[src/rtl/iseq_pkg.sv]
package iseq_pkg;
  localparam int PHASE_W = 2;

  typedef enum logic [PHASE_W-1:0] {
    PH_IDLE0 = 2'd0,
    PH_FETCH = 2'd1,
    PH_IDLE1 = 2'd2,
    PH_EXEC  = 2'd3
  } phase_e;
endpackage

[src/rtl/iseq_rst_sync.sv]
module iseq_rst_sync #(
  parameter int STAGES = 2
) (
  input  logic clk,
  input  logic arst_n,
  output logic rst_n_o
);
  localparam int TOP = STAGES - 1;

  logic [TOP:0] chain_q;
  logic [TOP:0] chain_d;

  always_comb begin
    chain_d = {chain_q[TOP-1:0], 1'b1};
  end

  always_ff @(posedge clk or negedge arst_n) begin
    if (!arst_n) chain_q <= '0;
    else         chain_q <= chain_d;
  end

  assign rst_n_o = chain_q[TOP];
endmodule

[src/rtl/iseq_step_sync.sv]
module iseq_step_sync #(
  parameter int STAGES = 2
) (
  input  logic clk,
  input  logic rst_n,
  input  logic btn_i,
  output logic pulse_o
);
  // STAGES synchronizer flops followed by one history flop for edge detection
  localparam int LAST = STAGES;

  logic [LAST:0] sh_q;
  logic [LAST:0] sh_d;

  always_comb begin
    sh_d = {sh_q[LAST-1:0], btn_i};
  end

  always_ff @(posedge clk or negedge rst_n) begin
    if (!rst_n) sh_q <= '0;
    else        sh_q <= sh_d;
  end

  assign pulse_o = sh_q[LAST-1] & ~sh_q[LAST];

  // a held button yields one pulse, never two back to back
  a_r7_single_pulse: assert property (@(posedge clk) disable iff (!rst_n)
    pulse_o |=> !pulse_o);
endmodule

[src/rtl/iseq_run_ctl.sv]
module iseq_run_ctl (
  input  logic clk,
  input  logic rst_n,
  input  logic run_req_i,
  input  logic halt_req_i,
  input  logic at_exec_i,
  output logic run_o
);
  logic run_q, run_d;
  logic halt_pend_q, halt_pend_d;
  logic halt_seen;
  logic apply_stop;
  logic start_ok;

  always_comb begin
    halt_seen   = halt_pend_q | halt_req_i;
    apply_stop  = run_q & at_exec_i & halt_seen;
    start_ok    = ~run_q & run_req_i & ~halt_req_i;
    halt_pend_d = run_q & ~apply_stop & halt_seen;
    run_d       = run_q;
    if (apply_stop)    run_d = 1'b0;
    else if (start_ok) run_d = 1'b1;
  end

  always_ff @(posedge clk or negedge rst_n) begin
    if (!rst_n) begin
      run_q       <= 1'b0;
      halt_pend_q <= 1'b0;
    end else begin
      run_q       <= run_d;
      halt_pend_q <= halt_pend_d;
    end
  end

  assign run_o = run_q;

  // a running machine only stops out of the execute phase
  a_r5_no_early_stop: assert property (@(posedge clk) disable iff (!rst_n)
    (run_q && !at_exec_i) |=> run_q);
  // a pending stop lands on the wrap
  a_r5_stop_lands: assert property (@(posedge clk) disable iff (!rst_n)
    (run_q && at_exec_i && halt_pend_q) |=> !run_q);
  // stop dominates start
  a_r11_halt_wins: assert property (@(posedge clk) disable iff (!rst_n)
    (!run_q && halt_req_i) |=> !run_q);
endmodule

[src/rtl/iseq_phase_ctr.sv]
module iseq_phase_ctr
  import iseq_pkg::*;
(
  input  logic   clk,
  input  logic   rst_n,
  input  logic   run_i,
  input  logic   step_i,
  output phase_e phase_o
);
  phase_e phase_q, phase_d;
  logic   ph_en;

  always_comb begin
    ph_en   = run_i | step_i;
    phase_d = phase_q;
    if (run_i)       phase_d = phase_e'(phase_q + 2'd1);
    else if (step_i) phase_d = phase_e'({1'b0, ~phase_q[0]});
  end

  always_ff @(posedge clk or negedge rst_n) begin
    if (!rst_n)     phase_q <= PH_IDLE0;
    else if (ph_en) phase_q <= phase_d;
  end

  assign phase_o = phase_q;

  // one phase per clock while running
  a_r2_advance: assert property (@(posedge clk) disable iff (!rst_n)
    run_i |=> (phase_q == phase_e'($past(phase_q) + 2'd1)));
  // high bit pinned while stopped
  a_r6_high_pinned: assert property (@(posedge clk) disable iff (!rst_n)
    !run_i |-> !phase_q[1]);
  // no press, no motion while stopped
  a_r6_hold: assert property (@(posedge clk) disable iff (!rst_n)
    (!run_i && !step_i) |=> $stable(phase_q));
endmodule

[src/rtl/insn_cycle_seq.sv]
module insn_cycle_seq
  import iseq_pkg::*;
#(
  parameter int RST_STAGES  = 2,
  parameter int STEP_STAGES = 2
) (
  input  logic       clk,
  input  logic       rst_n,
  input  logic       run_req_i,
  input  logic       halt_req_i,
  input  logic       step_btn_i,
  input  logic       src_pmem_i,
  output logic [1:0] phase_o,
  output logic       fetch_stb_o,
  output logic       exec_stb_o,
  output logic       ir_load_o,
  output logic       pc_inc_o,
  output logic       pmem_wr_ok_o,
  output logic       running_o
);
  logic   rst_n_s;
  logic   step_pulse;
  logic   run;
  phase_e phase;
  logic   in_fetch, in_exec, in_idle0;

  iseq_rst_sync #(.STAGES(RST_STAGES)) u_rst (
    .clk(clk), .arst_n(rst_n), .rst_n_o(rst_n_s));

  iseq_step_sync #(.STAGES(STEP_STAGES)) u_step (
    .clk(clk), .rst_n(rst_n_s), .btn_i(step_btn_i), .pulse_o(step_pulse));

  iseq_run_ctl u_run (
    .clk(clk), .rst_n(rst_n_s), .run_req_i(run_req_i),
    .halt_req_i(halt_req_i), .at_exec_i(in_exec), .run_o(run));

  iseq_phase_ctr u_ph (
    .clk(clk), .rst_n(rst_n_s), .run_i(run), .step_i(step_pulse),
    .phase_o(phase));

  always_comb begin
    in_fetch     = (phase == PH_FETCH);
    in_exec      = (phase == PH_EXEC);
    in_idle0     = (phase == PH_IDLE0);
    fetch_stb_o  = run & in_fetch;
    exec_stb_o   = in_exec;
    ir_load_o    = run & in_fetch;
    pc_inc_o     = (run & (in_fetch | (in_exec & src_pmem_i)))
                 | (~run & step_pulse & in_fetch);
    pmem_wr_ok_o = ~run & in_idle0;
    running_o    = run;
    phase_o      = phase;
  end

  // increments only ever come from phase 1 or phase 3
  a_r4_pcinc_odd: assert property (@(posedge clk) disable iff (!rst_n_s)
    pc_inc_o |-> phase[0]);
  // after a capture the sequencer moves into the second idle phase
  a_r3_irload_next: assert property (@(posedge clk) disable iff (!rst_n_s)
    ir_load_o |=> (phase == PH_IDLE1));
  // write window never overlaps fetch or execute activity
  a_r9_wr_quiet: assert property (@(posedge clk) disable iff (!rst_n_s)
    pmem_wr_ok_o |-> (!exec_stb_o && !ir_load_o && !fetch_stb_o));
endmodule

[config.mk]
export PLATFORM = sky130hd
export DESIGN_NAME = insn_cycle_seq
export DESIGN_NICKNAME = d
export VERILOG_FILES = /design/src/rtl/iseq_pkg.sv /design/src/rtl/iseq_rst_sync.sv /design/src/rtl/iseq_step_sync.sv /design/src/rtl/iseq_run_ctl.sv /design/src/rtl/iseq_phase_ctr.sv /design/src/rtl/insn_cycle_seq.sv
export SDC_FILE = /design/constraint.sdc
export NUM_CORES = 1
export LEC_CHECK = 0
export BUFFER_PORTS_ARGS = -buffer_cell sky130_fd_sc_hd__buf_4
export CAP_MARGIN = 20
export CELL_PAD_IN_SITES_DETAIL_PLACEMENT = 0
export CELL_PAD_IN_SITES_GLOBAL_PLACEMENT = 1
export CORE_AREA = 2 2 39 41
export DETAILED_ROUTE_END_ITERATION = 10
export DIE_AREA = 0 0 41 43
export PLACE_DENSITY_LB_ADDON = 0.1
export RECOVER_POWER = 25
export SETUP_SLACK_MARGIN = 0.05
export SLEW_MARGIN = 10
export SYNTH_ARGS = -nofsm -noshare
export SYNTH_HDL_FRONTEND = slang
export SYNTH_SLANG_ARGS = --single-unit
[constraint.sdc]
create_clock -name clk -period 1.26 [get_ports clk]
set_input_delay 0.315 -clock clk [delete_from_list [all_inputs] [get_ports clk]]
set_output_delay 0.315 -clock clk [all_outputs]
set_load 0.01 [all_outputs]
# ---- Yosys cells after proc, flatten, opt, wreduce, memory -nomap -nowiden
# Index checks and enable logic that the tools add are counted.
dict set report classes {
  n_addsub 1
  multipliers 0
  div_mod_pow 0
  order_cmp 0
  eq_ne 2
  n_shift 0
  muxes 4
  n_bitwise 22
  n_reduce_logical 4
}
# op count
set ops {}
lappend ops {{AND 1 bit} 13}
lappend ops {{inverter 1 bit} 5}
lappend ops {{two-way mux 2 bit} 2}
lappend ops {{bitwise OR 1 bit} 4}
lappend ops {{nonzero test 2 bit} 2}
lappend ops {{adder 2 x 1 -> 2 bit (second input constant)} 1}
lappend ops {{== test 2 x 1 -> 1 bit (second input constant)} 1}
lappend ops {{== test 2 bit (second input constant)} 1}
lappend ops {{zero test 2 bit} 1}
lappend ops {{two-way mux 1 bit} 2}
lappend ops {{AND reduction 2 bit} 1}
dict set report word_totals {
  ff_bits 9
  latchBits 0
  ramBits 0
  rom_bits 0
  inputBits 6
  out_inout_bits 8
  wordCells 38
  n_memories 0
}

# ---- Logic depth before layout (Yosys ltp)
# Gate-level depths: netlist of run 1.
dict set report logic_depth {
  ltp_word 6
  mapped_depth 4
  mapped_depth_nobuf 4
}

# ---- Modules after synthesis
# From an unflattened synthesis of run 1, not the netlist that was laid out.
dict set report hier_totals {
  hier_cells 28
  area_unflattened_um2 349.1
}
# module n_inst cells_each area_each_um2 seq_area_each_um2
set modules_own_cells {}
lappend modules_own_cells {iseq_step_sync 1 4 88.8 75.1}
lappend modules_own_cells {iseq_phase_ctr 1 6 80.1 50.0}
lappend modules_own_cells {iseq_run_ctl 1 7 80.1 50.0}
lappend modules_own_cells {iseq_rst_sync 1 3 53.8 50.0}
lappend modules_own_cells {insn_cycle_seq 1 8 46.3 0.0}

# ---- Worst setup path before layout of run 1
# OpenSTA, ideal clock, no wires.
dict set report synth_timing {
  path_type {register to output}
  startpoint {register u_ph.phase_q[0] (netlist: u_ph.phase_o[0])}
  endpoint {output ir_load_o}
  t_arrival_ns 1.016
  required_time_ns 0.945
  path_slack_ns -0.071
  stages_incl_launch_ff 4
  path_buffers 1
  path_cell_list {dfrtp_1 -> ha_1 -> and2_1 -> buf_4}
}
dict set report synth_between {
  elab_chain_cells 2
}
# item line
set synth_lines {}
lappend synth_lines {{start: declaration} iseq_phase_ctr.sv:10} ;# phase_e phase_q, phase_d;
lappend synth_lines {{start signal: assignment} iseq_phase_ctr.sv:22} ;# else if (ph_en) phase_q <= phase_d;
lappend synth_lines {{== test 2 x 1 -> 1 bit} insn_cycle_seq.sv:42} ;# in_fetch = (phase == PH_FETCH);
lappend synth_lines {{AND 1 bit} -}
lappend synth_lines {{end: declaration} insn_cycle_seq.sv:16} ;# output logic ir_load_o,
# Every way passes these cells.

# ---- Final worst setup path of run 1
dict set report layout_timing {
  startpoint {register u_ph.phase_q[0] (netlist: u_ph.phase_o[0])}
  endpoint {output pc_inc_o}
}
dict set report layout_between {
  elab_chain_cells 5
  elab_cells_between_ends 7
  classes_between {eq/ne (2); bitwise (5)}
}
# item line
set layout_lines {}
lappend layout_lines {{== test 2 bit} insn_cycle_seq.sv:43} ;# in_exec = (phase == PH_EXEC);
lappend layout_lines {{AND 1 bit} insn_cycle_seq.sv:48} ;# pc_inc_o = (run & (in_fetch | (in_exec & src_pmem_i)))
lappend layout_lines {{bitwise OR 1 bit} insn_cycle_seq.sv:48}
lappend layout_lines {{AND 1 bit} insn_cycle_seq.sv:48}
lappend layout_lines {{bitwise OR 1 bit *} insn_cycle_seq.sv:49} ;# | (~run & step_pulse & in_fetch);
lappend layout_lines {{end: declaration} insn_cycle_seq.sv:17} ;# output logic pc_inc_o,
# Every way passes the cells marked *; elsewhere a longest branch is shown, timed or not.

==> impl_metrics.ini, run 1 <==
[pwr]
p_leak_uw = 0.000305
powerDensity_nw_per_um2 = 2440
power_uw = 1600
peakVddDrop_mv = 0.883

[finish]
final_util = 0.473
insertedDiodeCount = 0
drive_gt1_frac = 0.632
final_nets = 67
area_delta_synth_final_pct = 70.4

[synth]
synth_ff_type = dfrtp_1
synth_edf_count = 0
synthArstFlopShare = 1.00
syn_nets = 41
synth-seq-cells = 9
syn_area_um2 = 384
synth_most_common_cell = dfrtp_1
syn_area_per_cell_um2 = 12.0
synth_top_area_frac = 0.586
synth_cell_types = 17
synth-seq-area-share = 0.586
yosys_warnings = 0
netlist_instances = 32
synthTopCellsByCount = dfrtp_1, ha_1
yosysTopAreaCell = dfrtp_1
synthTopCellsByArea = dfrtp_1, ha_1, nor2b_1

[sta]
period_share = 1.22
hold_violations = 0
clock.fmax_mhz = 653
rsz0062_at_grt = true
finClkSkew_ps = 3.75
drv_slew = 0
period_minus_slack_ps = 1530
holdWs_ps = 109
setup_viol = 7
fin_ws_ps = -271

[global_routing]
grt_overflow = 0
antenna_found_initial = 0
grt_pass1_vias = 298
met1_usage = 0.122
grt_most_used_layer = met2
grt_max_degree = 9
grtUsageMet3 = 0.0314
grt_util_met2 = 0.159
grt_pass1_wl_mm = 1.23
grt_usage = 0.110

[critical_path]
cp_max_fo = 4
crit_family = flip-flops
start_kind = register
cpPeakStageDelay_ps = 460
path_class = register to primary output
crit_path_cell_trace = ha_4 > a21oi_2 > nor2_1 > buf_4
crit_slowest_cell = dfrtp_2
path_buf_inv = 1
arrival_ps = 1220
required_ps = 940
worstSetupEndpointType = primary output

[floorplan]
core_um2 = 1380
die_y_um = 43
num_rows = 14
die_x_um = 41
ioPinCount = 14
initial_core_util = 0.278
die-area_um2 = 1760

[cts]
cts.sinks = 9
cts_buffers = 3
path_clk_slew_ps = 60
cts_root_buffer = clkbuf_4
cts_tree = built
clock_latency_ps = 250
htree_num_levels = 1
clock_path_buffers = 2

[routing]
ant_nets = 0
drc = 0
vias = 303
finalWirelength_um = 774
drtIter0Drc = 3
wl_per_cell_um = 10.6
via_per_inst = 4.15
drt_pass1_iterations = 3

[job]
drv_cap = 0

[status]
violations = setup timing
outcome = finished with violations

[placement]
dp_slack_ps = 3.45
numPortBuffers = 13
place_congestion = 0.644
hpwl_um = 507

[hold_path]
hold_path.class = register to async pin
worst register-to-register path, delay by kind of cell (launching register included):
kind	cells	cell delay, ps
buf+inv	1	100
simple gates	1	50
compound gates	1	190
fa+ha+maj	1	170
flops	1	450
path summary, 6_finish.rpt:
check	startpoint	to	slack (ps)	cells past startpoint
worst max-delay path	u_ph.phase_o[0]$_DFFE_PN0P_	pc_inc_o	-270	4
worst min-delay path	u_rst.chain_q[1]$_DFF_PN0_	u_run.halt_pend_q$_DFF_PN0_	110	0
worst max register to register	u_ph.phase_o[0]$_DFFE_PN0P_	u_run.run_o$_DFFE_PN0P_	190	4
worst min register to register	u_rst.chain_q[1]$_DFF_PN0_	u_run.halt_pend_q$_DFF_PN0_	110	0
max in group asynchronous	rst_n	u_rst.chain_q[0]$_DFF_PN0_	800	2
min in group clk	step_btn_i	u_step.sh_q[0]$_DFF_PN0_	180	1
cell usage in the layout (no fill, tap or decap), types with 2 or more instances in the layout:
cell type  count
ha_4           2
clkbuf_4       4
dfrtp_2        2
buf_6          8
buf_4         13
nor2_1         2
nor2b_1        2
dfrtp_1        7
a21oi_2        2
nand2_1        2
inv_2          2
what timing repair did:
| action | in CTS | in global routing |
|---|---|---|
| gates resized for setup | 9 | 4 |
| hold buffers | 1 | 0 |
| pin swaps | 2 | 0 |
| setup buffers | 1 | 5 |
| hold endpoints to repair | 2 | 0 |
| endpoints found under the setup margin | 7 | 7 |
registers in the layout, indices dropped and copies added, names as in the netlist:
signal / flops
u_step.sh_q: 3
u_ph.phase_o: 2
u_rst.chain_q: 2
u_run.halt_pend_q: 1
u_run.run_o: 1
final cells by class:
type                       instances  area [um2]
multi-input combinational         19         168
clock buffer                       4        26.3
timing repair buffer              23         205
tap                               16        20.0
sequential                         9         228
fill                             133         729
inverter                           2        7.51
layer usage:
metal | routed length [um] | share of wire
met5 | 0 | 0
met4 | 5 | 0.0065
met3 | 49 | 0.063
met2 | 419 | 0.54
met1 | 300 | 0.39
logic make-up (layout without fill, tap and decap cells):
kind of cell,Yosys count,after routing,synth area share
compound gates,4,4,0.0684
fa+ha+maj,3,3,0.0977
flops,9,9,0.586
buf+inv,4,29,0.0684
other cells,1,1,0.00976
simple gates,10,10,0.147
xor+xnor,1,1,0.0228
power breakdown:
| group | leakage [uW] | switching, uW | internal [uW] |
|---|---|---|---|
| clock network | 0.0000150 | 95.6 | 122 |
| registers | 0.000103 | 104 | 369 |
| logic | 0.000186 | 332 | 573 |
| total | 0.000305 | 532 | 1060 |
per-stage QoR:
stage          setup TNS (ps)  instances  instance area (um2)
2_1_floorplan               0         32                  407
3_5_place_dp                0         62                  524
6_report                -1190         73                  654
4_1_cts                 -1270         68                  602
3_3_place_gp                0         62                  524
5_1_grt                 -1620         73                  654
Note: power is estimated with default switching activity, not from simulation.
==> run 2: changes to the inputs <==
==> constraint.sdc (replaced) <==
create_clock -name clk -period 1.8 [get_ports clk]
set_input_delay 0.45 -clock clk [delete_from_list [all_inputs] [get_ports clk]]
set_output_delay 0.45 -clock clk [all_outputs]
set_load 0.01 [all_outputs]
==> run 2 against run 1 <==
  * The run now ends clean
  * Sequential power is 30% lower
  * First-iteration DRC count is 100% lower
  * Power is 43% lower
  * Clock skew is 2.3 ps lower
  * Sequential cell count stayed put
  * Non-clock buffer count is 8 lower
  * Cell area is 15% lower
  * Largest cell class unchanged
==> impl_metrics.ini, run 2 (synthesized netlist as in run 1, its figures left out) <==
[critical_path]
cpPeakStageDelay_ps = 410
arrival_ps = 1210
required_ps = 1350
cp_max_fo = 3
start_kind = register
path_buf_inv = 2
crit_slowest_cell = dfrtp_1
worstSetupEndpointType = primary output
path_class = register to primary output
crit_path_cell_trace = inv_2 > ha_4 > a21oi_1 > nor2_1 > buf_4
crit_family = flip-flops

[floorplan]
initial_core_util = 0.278
die_y_um = 43
die_x_um = 41
core_um2 = 1380
die-area_um2 = 1760
num_rows = 14
ioPinCount = 14

[sta]
period_share = 0.925
hold_violations = 0
period_minus_slack_ps = 1660
finClkSkew_ps = 1.48
drv_slew = 0
setup_viol = 0
tns_ps = 0
clock.fmax_mhz = 601
rsz0062_at_grt = true

[global_routing]
grtUsageMet3 = 0.0157
grt_overflow = 0
grt_pass1_vias = 267
antenna_found_initial = 0
grt_max_degree = 11
met1_usage = 0.112
grt_most_used_layer = met2
grt_pass1_wl_mm = 1.10
grt_util_met2 = 0.144
grt_usage = 0.0960

[routing]
drc = 0
drt_pass1_iterations = 1
ant_nets = 0
drtIter0Drc = 0
finalWirelength_um = 688
via_per_inst = 4.23
vias = 275
wl_per_cell_um = 10.6

[finish]
drive_gt1_frac = 0.490
largest_register_ffs = 3
final_nets = 59
layout.cells.non_filler = 65
layout_commonest_cell = buf_4
area_delta_synth_final_pct = 45.0
most-common-layout-cells = buf_4, dfrtp_1, clkbuf_4
insertedDiodeCount = 0
top_register = u_step.sh_q

[cts]
htree_num_levels = 1
clock_latency_ps = 250
cts_tree = built
cts.sinks = 9
cts_root_buffer = clkbuf_4
clock_path_buffers = 2
path_clk_slew_ps = 60
cts_buffers = 3

[job]
drv_cap = 0

[hold_path]
hold_path.class = register to async pin

[placement]
dpl.cell_count = 59
place_congestion = 0.624
numPortBuffers = 13
hpwl_um = 487

[pwr]
powerDensity_nw_per_um2 = 1630
p_leak_uw = 0.000258
peakVddDrop_mv = 0.574

[status]
outcome = complete, no violations
run 2: final timing paths:
check,slack (ps),from,end,depth (start not counted)
min reg2reg,110,u_rst.chain_q[1]$_DFF_PN0_,u_ph.phase_o[1]$_DFFE_PN0P_,0
max in group asynchronous,1200,rst_n,u_rst.chain_q[1]$_DFF_PN0_,2
min,110,u_rst.chain_q[1]$_DFF_PN0_,u_ph.phase_o[1]$_DFFE_PN0P_,0
min in group clk,320,step_btn_i,u_step.sh_q[0]$_DFF_PN0_,1
max reg2reg,710,u_ph.phase_o[0]$_DFFE_PN0P_,u_ph.phase_o[1]$_DFFE_PN0P_,4
max,140,u_ph.phase_o[1]$_DFFE_PN0P_,pc_inc_o,5
run 2: what timing repair did:
| action | 4_1_cts | 5_1_grt |
|---|---|---|
| hold buffers | 1 | 0 |
| buffers inserted | 0 | 1 |
| endpoints found under the hold margin | 2 | 0 |
| gates resized for setup | 1 | 6 |
| setup endpoints to repair | 1 | 3 |
run 2: routing by layer:
layer,share of wire,vias up
li1,-,134
met1,0.38,132
met2,0.57,9
met3,0.047,0
met4,0,0
met5,0,-
run 2: final cells by class:
type	instances	area, um2
well taps	16	20.0
flip-flops and latches	9	226
multi-input cells	19	161
inverters	2	7.51
repair buffers	15	115
clock buffers	4	26.3
fillers	145	827
run 2: metrics by stage:
step	total power (uW)	area, um2	util	hold slack, ps	worst slack (ps)
after CTS	854	522	0.377	118	73.9
after global placement	677	483	0.349	112	338
after detailed placement	691	483	0.349	115	319
after floorplan	547	384	-	81.5	334
final	910	557	0.402	105	136
after global routing	997	557	0.402	138	39.7
run 2: where the power goes:
group	switching [uW]	leakage [uW]	internal, uW
Clock	63.7	0.0000150	85.0
Sequential	77.9	0.000104	256
Combinational	187	0.000139	241
==> run 3: changes to the inputs <==
--- a/config.mk
+++ b/config.mk
@@ -8,7 +8,7 @@
 export BUFFER_PORTS_ARGS = -buffer_cell sky130_fd_sc_hd__buf_4
 export CAP_MARGIN = 20
 export CELL_PAD_IN_SITES_DETAIL_PLACEMENT = 0
-export CELL_PAD_IN_SITES_GLOBAL_PLACEMENT = 1
+export CELL_PAD_IN_SITES_GLOBAL_PLACEMENT = 2
 export CORE_AREA = 2 2 39 41
 export DETAILED_ROUTE_END_ITERATION = 10
 export DIE_AREA = 0 0 41 43
@@ -18,4 +18,5 @@
 export SLEW_MARGIN = 10
 export SYNTH_ARGS = -nofsm -noshare
 export SYNTH_HDL_FRONTEND = slang
+export SYNTH_HIERARCHICAL = 1
 export SYNTH_SLANG_ARGS = --single-unit
==> run 3 against run 2 <==
  * Non-clock buffer count shrank 1
  * Area after synthesis down 9.1%
  * Clock skew rose by 2.6 ps
  * Global-route usage fell by 0.12 points
  * Setup slack better by 65 ps
  * Sequential share of layout area grew 4.7 points
  * Critical path depth decreased by 2
  * Sequential cell count unchanged
  * Synthesized cell count is 13% lower
==> impl_metrics.ini, run 3 <==
[pwr]
powerDensity_nw_per_um2 = 1650
peakVddDrop_mv = 0.494
p_leak_uw = 0.000242

[cts]
cts_buffers = 3
htree_num_levels = 1
clock_latency_ps = 260
clock_path_buffers = 2
cts_resized = 0
cts_tree = built
post_cts_buffers = 0
cts.sinks = 9
path_clk_slew_ps = 60
cts_root_buffer = clkbuf_4
holdBufCountCts = 1

[synth]
synth_cell_types = 16
synth_ff_type = dfrtp_1
syn_area_um2 = 349
syn_area_per_cell_um2 = 12.5
synthArstFlopShare = 1.00
synthSimpleGateAreaFrac = 0.179
yosysTopAreaCell = dfrtp_1
synthTopCellsByArea = dfrtp_1, nor2b_4, nand2_1
synth-seq-cells = 9
synth_edf_count = 0
synth_fa_ha_area_frac = 0
netlist_instances = 28
synthMuxAreaShare = 0
synth_most_common_cell = dfrtp_1
synth-seq-area-share = 0.645
yosys_warnings = 6
synth_top_family_by_area = simple AND/OR/NAND/NOR gates
synth-xor-area-share = 0.0502
synth_compound_area_frac = 0.0932
syn_nets = 34
synthTopCellsByCount = dfrtp_1, nand2_1, nor2_1
synth_top_area_frac = 0.645

[routing]
vias = 251
ant_nets = 0
wl_met3_um = 59
drc = 0
wl_met2_um = 334
drt_pass1_iterations = 3
via_per_inst = 4.11
wl_per_cell_um = 10.8
drtIter0Drc = 1
routedLengthMet1_um = 262
finalWirelength_um = 656
route.top_layer_used = met3

[finish]
top_register = u_step/sh_q
drive_gt1_frac = 0.422
fill_cells = 152
most-common-layout-cells = buf_4, dfrtp_1, clkbuf_4, nand2_1, nor2_1
insertedDiodeCount = 0
final_nets = 52
area_delta_synth_final_pct = 42.3
layout.cells.non_filler = 61
largest_register_ffs = 3
layout_commonest_cell = buf_4

[global_routing]
grt_pass1_wl_mm = 1.04
grt_pass1_vias = 261
grt_max_degree = 11
grt_overflow = 0
antenna_found_initial = 0
grt_usage = 0.0948

[hold_path]
hold_path.class = register to async pin

[sta]
finClkSkew_ps = 4.04
period_minus_slack_ps = 1600
period_share = 0.889
hold_violations = 0
rsz0062_at_grt = false
tns_ps = 0
setup_viol = 0
clock.fmax_mhz = 625
drv_slew = 0

[placement]
hpwl_um = 472
dpl.cell_count = 56
numPortBuffers = 13
place_congestion = 0.608

[floorplan]
die-area_um2 = 1760
die_x_um = 41
num_rows = 14
ioPinCount = 14
initial_core_util = 0.252
die_y_um = 43
core_um2 = 1380

[critical_path]
arrival_ps = 1150
start_kind = register
worstSetupEndpointType = primary output
path_class = register to primary output
cp_max_fo = 10
required_ps = 1350

[job]
drv_cap = 0

[status]
outcome = complete, no violations
[run 3: critical path, stage by stage, from the launching register on]
cell and delay, ps:
dfrtp_1 510, o21bai_1 120, a21boi_1 130, buf_4 130
[run 3: power by group]
| group | total [uW] | internal, uW | leakage (uW) | switching [uW] |
|---|---|---|---|---|
| combinational | 333 | 194 | 0.000119 | 139 |
| clock | 154 | 82.0 | 0.0000177 | 72.5 |
| sequential | 332 | 254 | 0.000105 | 78.3 |
[run 3: per-layer routing]
layer / up-vias / track usage
li1: 123 / -
met1: 118 / 0.111
met2: 10 / 0.131
met3: 0 / 0.0157
met4: 0 / 0.100
met5: - / 0
[run 3: metrics by stage]
stage	hold slack, ps	instance area (um2)	total power (uW)	worst slack [ps]	util
floorplan	81.5	349	511	417	-
global placement	111	459	661	499	0.332
detailed placement	116	459	668	472	0.332
CTS	126	497	837	176	0.359
global route	147	497	887	90.3	0.359
finish	114	497	820	200	0.359
[run 3: logic make-up (layout without fill, tap and decap cells)]
group | after synthesis | count (layout)
XOR/XNOR | 2 | 2
other | 1 | 1
buffers and inverters | 1 | 18
AO/OA/AOI/OAI | 4 | 4
AND/OR/NAND/NOR | 11 | 11
flip-flops | 9 | 9
[run 3: cell type report]
class	instances	area (um2)	share of cell area
sequential	9	225	0.453
multi-input combinational	18	116	0.234
timing repair buffer	14	108	0.217
clock buffer	3	22.5	0.0453
tap	16	20.0	0.0403
clock inverter	1	5.00	0.0101
[run 3: final timing paths]
| path | end | cells after the start | start | slack (ps) |
|---|---|---|---|---|
| max | pc_inc_o | 3 | u_run/run_o$_DFFE_PN0P_ | 200 |
| min | u_step/sh_q[1]$_DFF_PN0_ | 0 | u_rst/chain_q[1]$_DFF_PN0_ | 110 |
| max reg2reg | u_run/run_o$_DFFE_PN0P_ | 3 | u_ph/phase_o[0]$_DFFE_PN0P_ | 760 |
| min reg2reg | u_step/sh_q[1]$_DFF_PN0_ | 0 | u_rst/chain_q[1]$_DFF_PN0_ | 110 |
| max in group asynchronous | u_rst/chain_q[0]$_DFF_PN0_ | 2 | rst_n | 1210 |
| min in group clk | u_step/sh_q[0]$_DFF_PN0_ | 1 | step_btn_i | 320 |
